==> src/rtl/serhost_pkg.sv <==
package serhost_pkg;

  // Per-cycle strobes from control to datapath
  typedef struct packed {
    logic shiftEn;   // capture one input bit
    logic cmdLatch;  // last command bit captured this cycle
    logic commit;    // last data bit captured this cycle
    logic loadOut;   // first data-phase launch: load read data
    logic shiftOut;  // later data-phase launch: advance read data
    logic sdiBit;    // synchronized serial input value
  } hostStrb_t;

endpackage

==> src/rtl/serhost_sync.sv <==
module serhost_sync #(
  parameter int WIDTH = 1,
  parameter int STAGES = 2,
  parameter logic [WIDTH-1:0] RST_VAL = '0
) (
  input  logic             clk,
  input  logic             rstN,
  input  logic [WIDTH-1:0] din,
  output logic [WIDTH-1:0] dout
);

  logic [WIDTH-1:0] stage [STAGES];

  always_ff @(posedge clk or negedge rstN) begin
    if (!rstN) begin
      for (int k = 0; k < STAGES; k++) stage[k] <= RST_VAL;
    end else begin
      stage[0] <= din;
      for (int k = 1; k < STAGES; k++) stage[k] <= stage[k-1];
    end
  end

  assign dout = stage[STAGES-1];

endmodule

==> src/rtl/serhost_ctrl.sv <==
module serhost_ctrl
  import serhost_pkg::*;
#(
  parameter int CMD_BITS = 8,
  parameter int FRAME_BITS = 16,
  parameter int SYNC_STAGES = 2
) (
  input  logic      clk,
  input  logic      rstN,
  input  logic      sclk,
  input  logic      csN,
  input  logic      sdi,
  input  logic      edgeSel,
  output hostStrb_t strb,
  output logic      sdoOe
);

  localparam int CNT_W = $clog2(FRAME_BITS + 1);
  localparam logic [CNT_W-1:0] CMD_LAST   = CNT_W'(CMD_BITS - 1);
  localparam logic [CNT_W-1:0] DATA_FIRST = CNT_W'(CMD_BITS);
  localparam logic [CNT_W-1:0] FRAME_LAST = CNT_W'(FRAME_BITS - 1);
  localparam logic [CNT_W-1:0] FRAME_DONE = CNT_W'(FRAME_BITS);

  logic [2:0] rawIn;
  logic [2:0] syncOut;
  logic sclkS, csS, sdiS, sclkPrev;
  logic riseStb, fallStb, sampleStb, launchStb;
  logic active, taking, inData;
  logic [CNT_W-1:0] bitCnt;
  logic dataStarted;

  assign rawIn = {sclk, csN, sdi};

  serhost_sync #(
    .WIDTH(3),
    .STAGES(SYNC_STAGES),
    .RST_VAL(3'b010)
  ) uSync (
    .clk (clk),
    .rstN(rstN),
    .din (rawIn),
    .dout(syncOut)
  );

  assign sclkS = syncOut[2];
  assign csS   = syncOut[1];
  assign sdiS  = syncOut[0];

  always_ff @(posedge clk or negedge rstN) begin
    if (!rstN) sclkPrev <= 1'b0;
    else       sclkPrev <= sclkS;
  end

  assign riseStb   = sclkS & ~sclkPrev;
  assign fallStb   = ~sclkS & sclkPrev;
  assign sampleStb = edgeSel ? riseStb : fallStb;
  assign launchStb = edgeSel ? fallStb : riseStb;

  // chip select high wins over any serial edge seen in the same cycle
  assign active = ~csS;
  assign taking = active && sampleStb && (bitCnt < FRAME_DONE);
  assign inData = (bitCnt >= DATA_FIRST) && (bitCnt < FRAME_DONE);

  always_ff @(posedge clk or negedge rstN) begin
    if (!rstN) begin
      bitCnt      <= '0;
      dataStarted <= 1'b0;
      sdoOe       <= 1'b0;
    end else if (!active) begin
      bitCnt      <= '0;
      dataStarted <= 1'b0;
      sdoOe       <= 1'b0;
    end else begin
      if (taking) bitCnt <= bitCnt + 1'b1;
      if (launchStb && inData) begin
        dataStarted <= 1'b1;
        sdoOe       <= 1'b1;
      end
    end
  end

  always_comb begin
    strb          = '0;
    strb.sdiBit   = sdiS;
    strb.shiftEn  = taking;
    strb.cmdLatch = taking && (bitCnt == CMD_LAST);
    strb.commit   = taking && (bitCnt == FRAME_LAST);
    strb.loadOut  = active && launchStb && inData && !dataStarted;
    strb.shiftOut = active && launchStb && inData && dataStarted;
  end


  cs_idle_hiz_chk: assert property (@(posedge clk) disable iff (!rstN)
    csS |=> !sdoOe);


  cs_idle_cnt_chk: assert property (@(posedge clk) disable iff (!rstN)
    csS |=> (bitCnt == '0));


  oe_launch_chk: assert property (@(posedge clk) disable iff (!rstN)
    $rose(sdoOe) |-> $past(launchStb && (bitCnt >= DATA_FIRST)));


  cnt_bound_chk: assert property (@(posedge clk) disable iff (!rstN)
    bitCnt <= FRAME_DONE);

endmodule

==> src/rtl/serhost_dpath.sv <==
module serhost_dpath
  import serhost_pkg::*;
#(
  parameter int ADDR_W = 7,
  parameter int DATA_W = 8,
  parameter int NUM_REGS = 8
) (
  input  logic      clk,
  input  logic      rstN,
  input  hostStrb_t strb,
  output logic      sdoBit
);

  localparam int CMD_BITS = ADDR_W + 1;
  localparam int SH_W = (CMD_BITS > DATA_W) ? CMD_BITS : DATA_W;

  logic [SH_W-1:0] shiftReg;
  logic [ADDR_W-1:0] cmdAddr;
  logic cmdRnw;
  logic [CMD_BITS-1:0] cmdNext;
  logic [DATA_W-1:0] wdata, rdData, outShift;
  logic [NUM_REGS-1:0][DATA_W-1:0] regFile;
  logic [NUM_REGS-1:0] wrSel;
  logic inRange, wrEn;

  assign cmdNext = {shiftReg[CMD_BITS-2:0], strb.sdiBit};
  assign wdata   = {shiftReg[DATA_W-2:0], strb.sdiBit};
  assign inRange = (32'(cmdAddr) < NUM_REGS);
  assign wrEn    = strb.commit && !cmdRnw && inRange;

  always_ff @(posedge clk or negedge rstN) begin
    if (!rstN) begin
      shiftReg <= '0;
      cmdAddr  <= '0;
      cmdRnw   <= 1'b0;
    end else begin
      if (strb.shiftEn) shiftReg <= {shiftReg[SH_W-2:0], strb.sdiBit};
      if (strb.cmdLatch) begin
        cmdAddr <= cmdNext[CMD_BITS-1:1];
        cmdRnw  <= cmdNext[0];
      end
    end
  end

  // one write select per register
  for (genvar g = 0; g < NUM_REGS; g++) begin : gSel
    assign wrSel[g] = wrEn && (cmdAddr == ADDR_W'(g));
  end

  always_ff @(posedge clk or negedge rstN) begin
    if (!rstN) begin
      regFile <= '0;
    end else begin
      for (int i = 0; i < NUM_REGS; i++)
        if (wrSel[i]) regFile[i] <= wdata;
    end
  end

  always_comb begin
    rdData = '0;
    for (int i = 0; i < NUM_REGS; i++)
      if (inRange && (cmdAddr == ADDR_W'(i))) rdData = regFile[i];
  end

  always_ff @(posedge clk or negedge rstN) begin
    if (!rstN)              outShift <= '0;
    else if (strb.loadOut)  outShift <= rdData;
    else if (strb.shiftOut) outShift <= {outShift[DATA_W-2:0], 1'b0};
  end

  assign sdoBit = cmdRnw ? outShift[DATA_W-1] : 1'b0;


  wr_commit_chk: assert property (@(posedge clk) disable iff (!rstN)
    (strb.commit && !cmdRnw && inRange) |=> (rdData == $past(wdata)));


  unmapped_wr_chk: assert property (@(posedge clk) disable iff (!rstN)
    (strb.commit && !inRange) |=> $stable(regFile));


  no_stray_wr_chk: assert property (@(posedge clk) disable iff (!rstN)
    !strb.commit |=> $stable(regFile));

endmodule

==> src/rtl/serhost_port.sv <==
module serhost_port
  import serhost_pkg::*;
#(
  parameter int ADDR_W = 7,
  parameter int DATA_W = 8,
  parameter int NUM_REGS = 8,
  parameter int SYNC_STAGES = 2
) (
  input  logic clk,
  input  logic rstN,
  input  logic sclk,
  input  logic csN,
  input  logic sdi,
  input  logic edgeSel,
  output logic sdoData,
  output logic sdoOe
);

  localparam int CMD_BITS = ADDR_W + 1;
  localparam int FRAME_BITS = CMD_BITS + DATA_W;

  hostStrb_t strb;
  logic sdoBit;

  serhost_ctrl #(
    .CMD_BITS(CMD_BITS),
    .FRAME_BITS(FRAME_BITS),
    .SYNC_STAGES(SYNC_STAGES)
  ) uCtrl (
    .clk    (clk),
    .rstN   (rstN),
    .sclk   (sclk),
    .csN    (csN),
    .sdi    (sdi),
    .edgeSel(edgeSel),
    .strb   (strb),
    .sdoOe  (sdoOe)
  );

  serhost_dpath #(
    .ADDR_W(ADDR_W),
    .DATA_W(DATA_W),
    .NUM_REGS(NUM_REGS)
  ) uDpath (
    .clk   (clk),
    .rstN  (rstN),
    .strb  (strb),
    .sdoBit(sdoBit)
  );

  assign sdoData = sdoOe & sdoBit;


  hiz_quiet_chk: assert property (@(posedge clk) disable iff (!rstN)
    !sdoOe |-> !sdoData);

endmodule

==> config.mk <==
export PLATFORM = sky130hd
export DESIGN_NAME = serhost_port
export DESIGN_NICKNAME = d
export VERILOG_FILES = /design/src/rtl/serhost_pkg.sv /design/src/rtl/serhost_sync.sv /design/src/rtl/serhost_ctrl.sv /design/src/rtl/serhost_dpath.sv /design/src/rtl/serhost_port.sv
export SDC_FILE = /design/constraint.sdc
export NUM_CORES = 1
export LEC_CHECK = 0
export ABC_AREA = 1
export BUFFER_PORTS_ARGS = -buffer_cell sky130_fd_sc_hd__buf_2
export CORE_MARGIN = 10
export CORE_UTILIZATION = 56
export DETAILED_ROUTE_END_ITERATION = 12
export GPL_TIMING_DRIVEN = 1
export PLACE_DENSITY = 0.87
export SETUP_SLACK_MARGIN = 0.4
export SLEW_MARGIN = 0
export SYNTH_ARGS = -nofsm -noshare
export SYNTH_HDL_FRONTEND = slang
export SYNTH_SLANG_ARGS = --single-unit
==> constraint.sdc <==
create_clock -name clk -period 1.9 [get_ports clk]
set_input_delay 0.38 -clock clk [delete_from_list [all_inputs] [get_ports clk]]
set_output_delay 0.38 -clock clk [all_outputs]
set_load 0.02 [all_outputs]
==> flow_results.xml <==
<?xml version="1.0" encoding="UTF-8"?>
<metrics>
  <group name="status">
    <metric name="run_status" unit="">finished with violations</metric>
    <metric name="violations" unit="">negative hold slack, negative setup slack</metric>
  </group>
  <group name="timing">
    <metric name="slew_headroom" unit="%">62.2</metric>
    <metric name="worst_slew_pin_slew" unit="ps">566</metric>
    <metric name="report.final.hold_viol_count" unit="">5</metric>
    <metric name="fin_crit_sh" unit="%">108</metric>
    <metric name="finalClockSkew" unit="ps">15.7</metric>
    <metric name="final.setup.worst_slack" unit="ps">-151</metric>
    <metric name="final_slew_violations" unit="">0</metric>
    <metric name="maxClockFrequency" unit="GHz">0.488</metric>
    <metric name="grt_setup_unrepaired" unit="">true</metric>
    <metric name="number_of_setup_violations_in_the_final_report" unit="">70</metric>
    <metric name="timing.final.crit_period" unit="ps">2050</metric>
    <metric name="whs" unit="ps">-7.27</metric>
  </group>
  <group name="power">
    <metric name="power.switching_fraction" unit="%">28.0</metric>
    <metric name="switchingPower" unit="W">0.00118</metric>
    <metric name="power_density" unit="mW/mm²">704</metric>
    <metric name="power.share.sequential" unit="%">53.0</metric>
    <metric name="power_leakage" unit="nW">2.72</metric>
    <metric name="clock_power_share" unit="%">37.4</metric>
    <metric name="power_frac_comb" unit="%">9.6</metric>
    <metric name="finalPower" unit="W">0.00423</metric>
    <metric name="vdd.ir_drop.worst" unit="mV">0.644</metric>
    <metric name="internal_power" unit="W">0.00305</metric>
  </group>
  <group name="place">
    <metric name="numPortBuffers" unit="">7</metric>
    <metric name="detailedPlacementHpwl" unit="µm">6420</metric>
    <metric name="place_inst" unit="">598</metric>
    <metric name="gp_congestion" unit="">0.907</metric>
  </group>
  <group name="drt">
    <metric name="wl_per_cell" unit="µm">21.4</metric>
    <metric name="first_pass_iters" unit="">5</metric>
    <metric name="post_detailed_route_via_to_cell_ratio" unit="">6.20</metric>
    <metric name="totalWireLength" unit="µm">14100</metric>
    <metric name="dr_total_vias" unit="">4093</metric>
    <metric name="number_of_violations_reported_at_the_end_of_detailed_routing_iteration_0" unit="">638</metric>
    <metric name="route.antenna.remaining_nets" unit="">0</metric>
    <metric name="remaining_drc_errors" unit="">0</metric>
  </group>
  <group name="synth">
    <metric name="synth_largest_type_area_fraction" unit="%">56.8</metric>
    <metric name="synth_simple_gate_area_share" unit="%">22.0</metric>
    <metric name="synth_area_leaders" unit="">dfrtp_1, nand2_1, o21ai_0</metric>
    <metric name="synth_area_in_compound_gates" unit="%">13.4</metric>
    <metric name="synth_top_family_by_area" unit="">simple AND/OR/NAND/NOR gates</metric>
    <metric name="synth_area_per_cell" unit="µm²">8.81</metric>
    <metric name="yosys_warnings" unit="">0</metric>
    <metric name="netlist_area" unit="mm²">0.00432</metric>
    <metric name="synth.ff_latch_count" unit="">100</metric>
    <metric name="top_cell_type_by_total_area_after_synthesis" unit="">dfrtp_1</metric>
    <metric name="post_synthesis_instance_total" unit="">490</metric>
    <metric name="synth.distinct_cells" unit="">25</metric>
    <metric name="synth-xor-area-share" unit="%">0.203</metric>
    <metric name="synthesis.nets" unit="">499</metric>
    <metric name="yosys.area_share.adder" unit="%">0.870</metric>
    <metric name="synth_mux_area_share" unit="%">0</metric>
    <metric name="synth_seq_area_share" unit="%">58.0</metric>
  </group>
  <group name="cts">
    <metric name="ctsRootBufferMaster" unit="">clkbuf_8</metric>
    <metric name="cts_tree" unit="">built</metric>
    <metric name="cts.htree.levels" unit="">3</metric>
    <metric name="cts_hold_buf" unit="">0</metric>
    <metric name="tritoncts.num_buffers" unit="">9</metric>
    <metric name="clock_sinks" unit="">100</metric>
    <metric name="clockBufferDepth" unit="">2</metric>
    <metric name="clkTransAtPathRegs" unit="ps">110</metric>
    <metric name="clkLatencyLatePin" unit="ps">400</metric>
  </group>
  <group name="global_routing">
    <metric name="first_global_vias" unit="">3716</metric>
    <metric name="grt.overflow.total" unit="">0</metric>
    <metric name="grt_antenna_before_repair" unit="">0</metric>
    <metric name="pin_count_of_the_biggest_net_entering_global_routing" unit="">101</metric>
    <metric name="first_pass_grt_wire_length" unit="µm">18700</metric>
    <metric name="grt.total_usage" unit="%">20.2</metric>
  </group>
  <group name="setup_path">
    <metric name="maximum_fanout_along_the_worst_path" unit="">5</metric>
    <metric name="worst_ep_required_time" unit="ps">2170</metric>
    <metric name="critical_path_data_arrival_time" unit="ps">2320</metric>
    <metric name="worst_setup_path_end_kind" unit="">flip-flop</metric>
    <metric name="critPathKind" unit="">reg -&gt; reg</metric>
    <metric name="critPathLaunchType" unit="">flip-flop</metric>
  </group>
  <group name="floorplan">
    <metric name="fp-row-count" unit="">31</metric>
    <metric name="core_area" unit="mm²">0.00737</metric>
    <metric name="pin_count" unit="">8</metric>
    <metric name="die_height" unit="µm">108</metric>
    <metric name="die_area" unit="mm²">0.0116</metric>
    <metric name="die_x" unit="µm">108</metric>
    <metric name="floorplan.initialDensity" unit="%">58.6</metric>
  </group>
  <group name="hold_path">
    <metric name="timing.hold.worst.class" unit="">in -&gt; async</metric>
  </group>
  <group name="final_layout">
    <metric name="finalCoreUtilization" unit="%">81.5</metric>
    <metric name="area_growth" unit="%">39.3</metric>
    <metric name="drive_above_1_share" unit="%">39.0</metric>
    <metric name="layout.area.seq" unit="mm²">0.00251</metric>
    <metric name="post_layout_nonfiller_instances" unit="">660</metric>
    <metric name="fillers" unit="">365</metric>
    <metric name="antenna_cells_inserted" unit="">0</metric>
    <metric name="multiInputGateArea" unit="mm²">0.00228</metric>
    <metric name="design.final.nets" unit="">565</metric>
  </group>
  <group name="flow_run">
    <metric name="maxCapViolations" unit="">0</metric>
  </group>
</metrics>
## routing by layer
metal  global-route usage (%)  share of wire [%]  vias to the layer above
met4                     7.44                6.1                        0
met2                     34.5                 50                      250
met3                     4.73                7.4                       97
met1                     24.1                 37                     1995
li1                         -                  -                     1751
met5                        0                  0                        -
## Yosys cell counts, drive strengths merged
| cell type | count |
|---|---|
| nor2 | 42 |
| clkbuf | 2 |
| nand4 | 9 |
| nand3 | 27 |
| nor3b | 2 |
| or2 | 1 |
| buf | 11 |
| a31o | 1 |
| dfrtp | 98 |
| clkinv | 1 |
| dfstp | 2 |
| a21oi | 25 |
| ha | 3 |
| inv | 31 |
| nand2 | 147 |
| o21ai | 83 |
| nor4 | 1 |
| xor2 | 1 |
| o2111ai | 1 |
| o22ai | 2 |
## timing repair
item,CTS,global route
gates resized for setup,96,157
cloned,3,7
buffers inserted,22,14
endpoints found under the setup margin,87,94
pin swaps,28,38
## layout by cell type, fill, tap and decap left out, drive strengths merged, types with 3 or more instances in the layout
| cell | count |
|---|---|
| inv | 34 |
| o21ai | 83 |
| buf | 62 |
| a21oi | 25 |
| nand3 | 27 |
| clkbuf | 11 |
| ha | 3 |
| nand2 | 150 |
| nor2 | 42 |
| nand4 | 9 |
| dfrtp | 98 |
## power groups by stage
stage / Sequential, W / Combinational, W / Clock, W
after floorplan: 0.00226 / 0.000124 / 0
after global placement: 0.00227 / 0.000276 / 0
after detailed placement: 0.00227 / 0.000288 / 0
after CTS: 0.00223 / 0.000318 / 0.00156
after global routing: 0.00225 / 0.000433 / 0.00166
final: 0.00224 / 0.000406 / 0.00158
## cell families after synthesis
family	after synthesis
compound gates	112
fa+ha+maj	3
buf+inv	45
simple gates	229
xor+xnor	1
flops	100
## per-stage QoR
step	setup TNS (ps)	cell area, µm²	setup slack [ps]
after floorplan	0	4340	38.7
after global placement	-244	4510	-33.2
after detailed placement	-3610	4510	-102
after CTS	0	5340	39.7
after global routing	-10210	6010	-198
final	-5240	6010	-151
## critical path, stage by stage, from the launching register on
cell and delay (ps):
dfrtp_1 420, ha_4 180, nand2_4 60, nor2_4 90
ha_2 190, nand2_2 60, nor4_4 200, buf_4 190
buf_12 180, nand2_8 70, buf_6 140, nand2_2 60
o21ai_2 60
## cell type report
type	instances	area share, %
sequential	100	41.7
multi-input combinational	348	37.9
timing repair buffer	65	12.3
inverter	32	2.23
clock buffer	9	2.06
tap	99	2.06
clock inverter	7	1.75
## worst paths after layout
path                                                 from                              to  slack (ps)  cells past startpoint
setup / recovery              uCtrl.bitCnt[0]$_DFFE_PN0P_   uDpath.regFile[1]$_DFFE_PN0P_        -150                     12
hold / removal                                       rstN     uCtrl.bitCnt[1]$_DFFE_PN0P_          -7                      2
setup reg to reg              uCtrl.bitCnt[0]$_DFFE_PN0P_   uDpath.regFile[1]$_DFFE_PN0P_        -150                     12
hold reg to reg            uCtrl.uSync.stage[3]$_DFF_PN0_   uCtrl.uSync.dout[0]$_DFF_PN0_         350                      0
max in group asynchronous                            rstN         uCtrl.sdoOe$_DFFE_PN0P_        1420                      2
min in group clk                                      csN  uCtrl.uSync.stage[4]$_DFF_PN1_          70                      1
## state kept, by name (all words and copies together) (netlist names)
register / flops
uCtrl.uSync.stage: 3
uDpath.regFile: 64
uDpath.cmdAddr: 7
uCtrl.sdoOe: 1
uCtrl.bitCnt: 5
uCtrl.uSync.dout: 3
uCtrl.sclkPrev: 1
uDpath.shiftReg: 7
uDpath.cmdRnw: 1
uDpath.outShift: 8
Note: power is estimated with default switching activity, not from simulation.
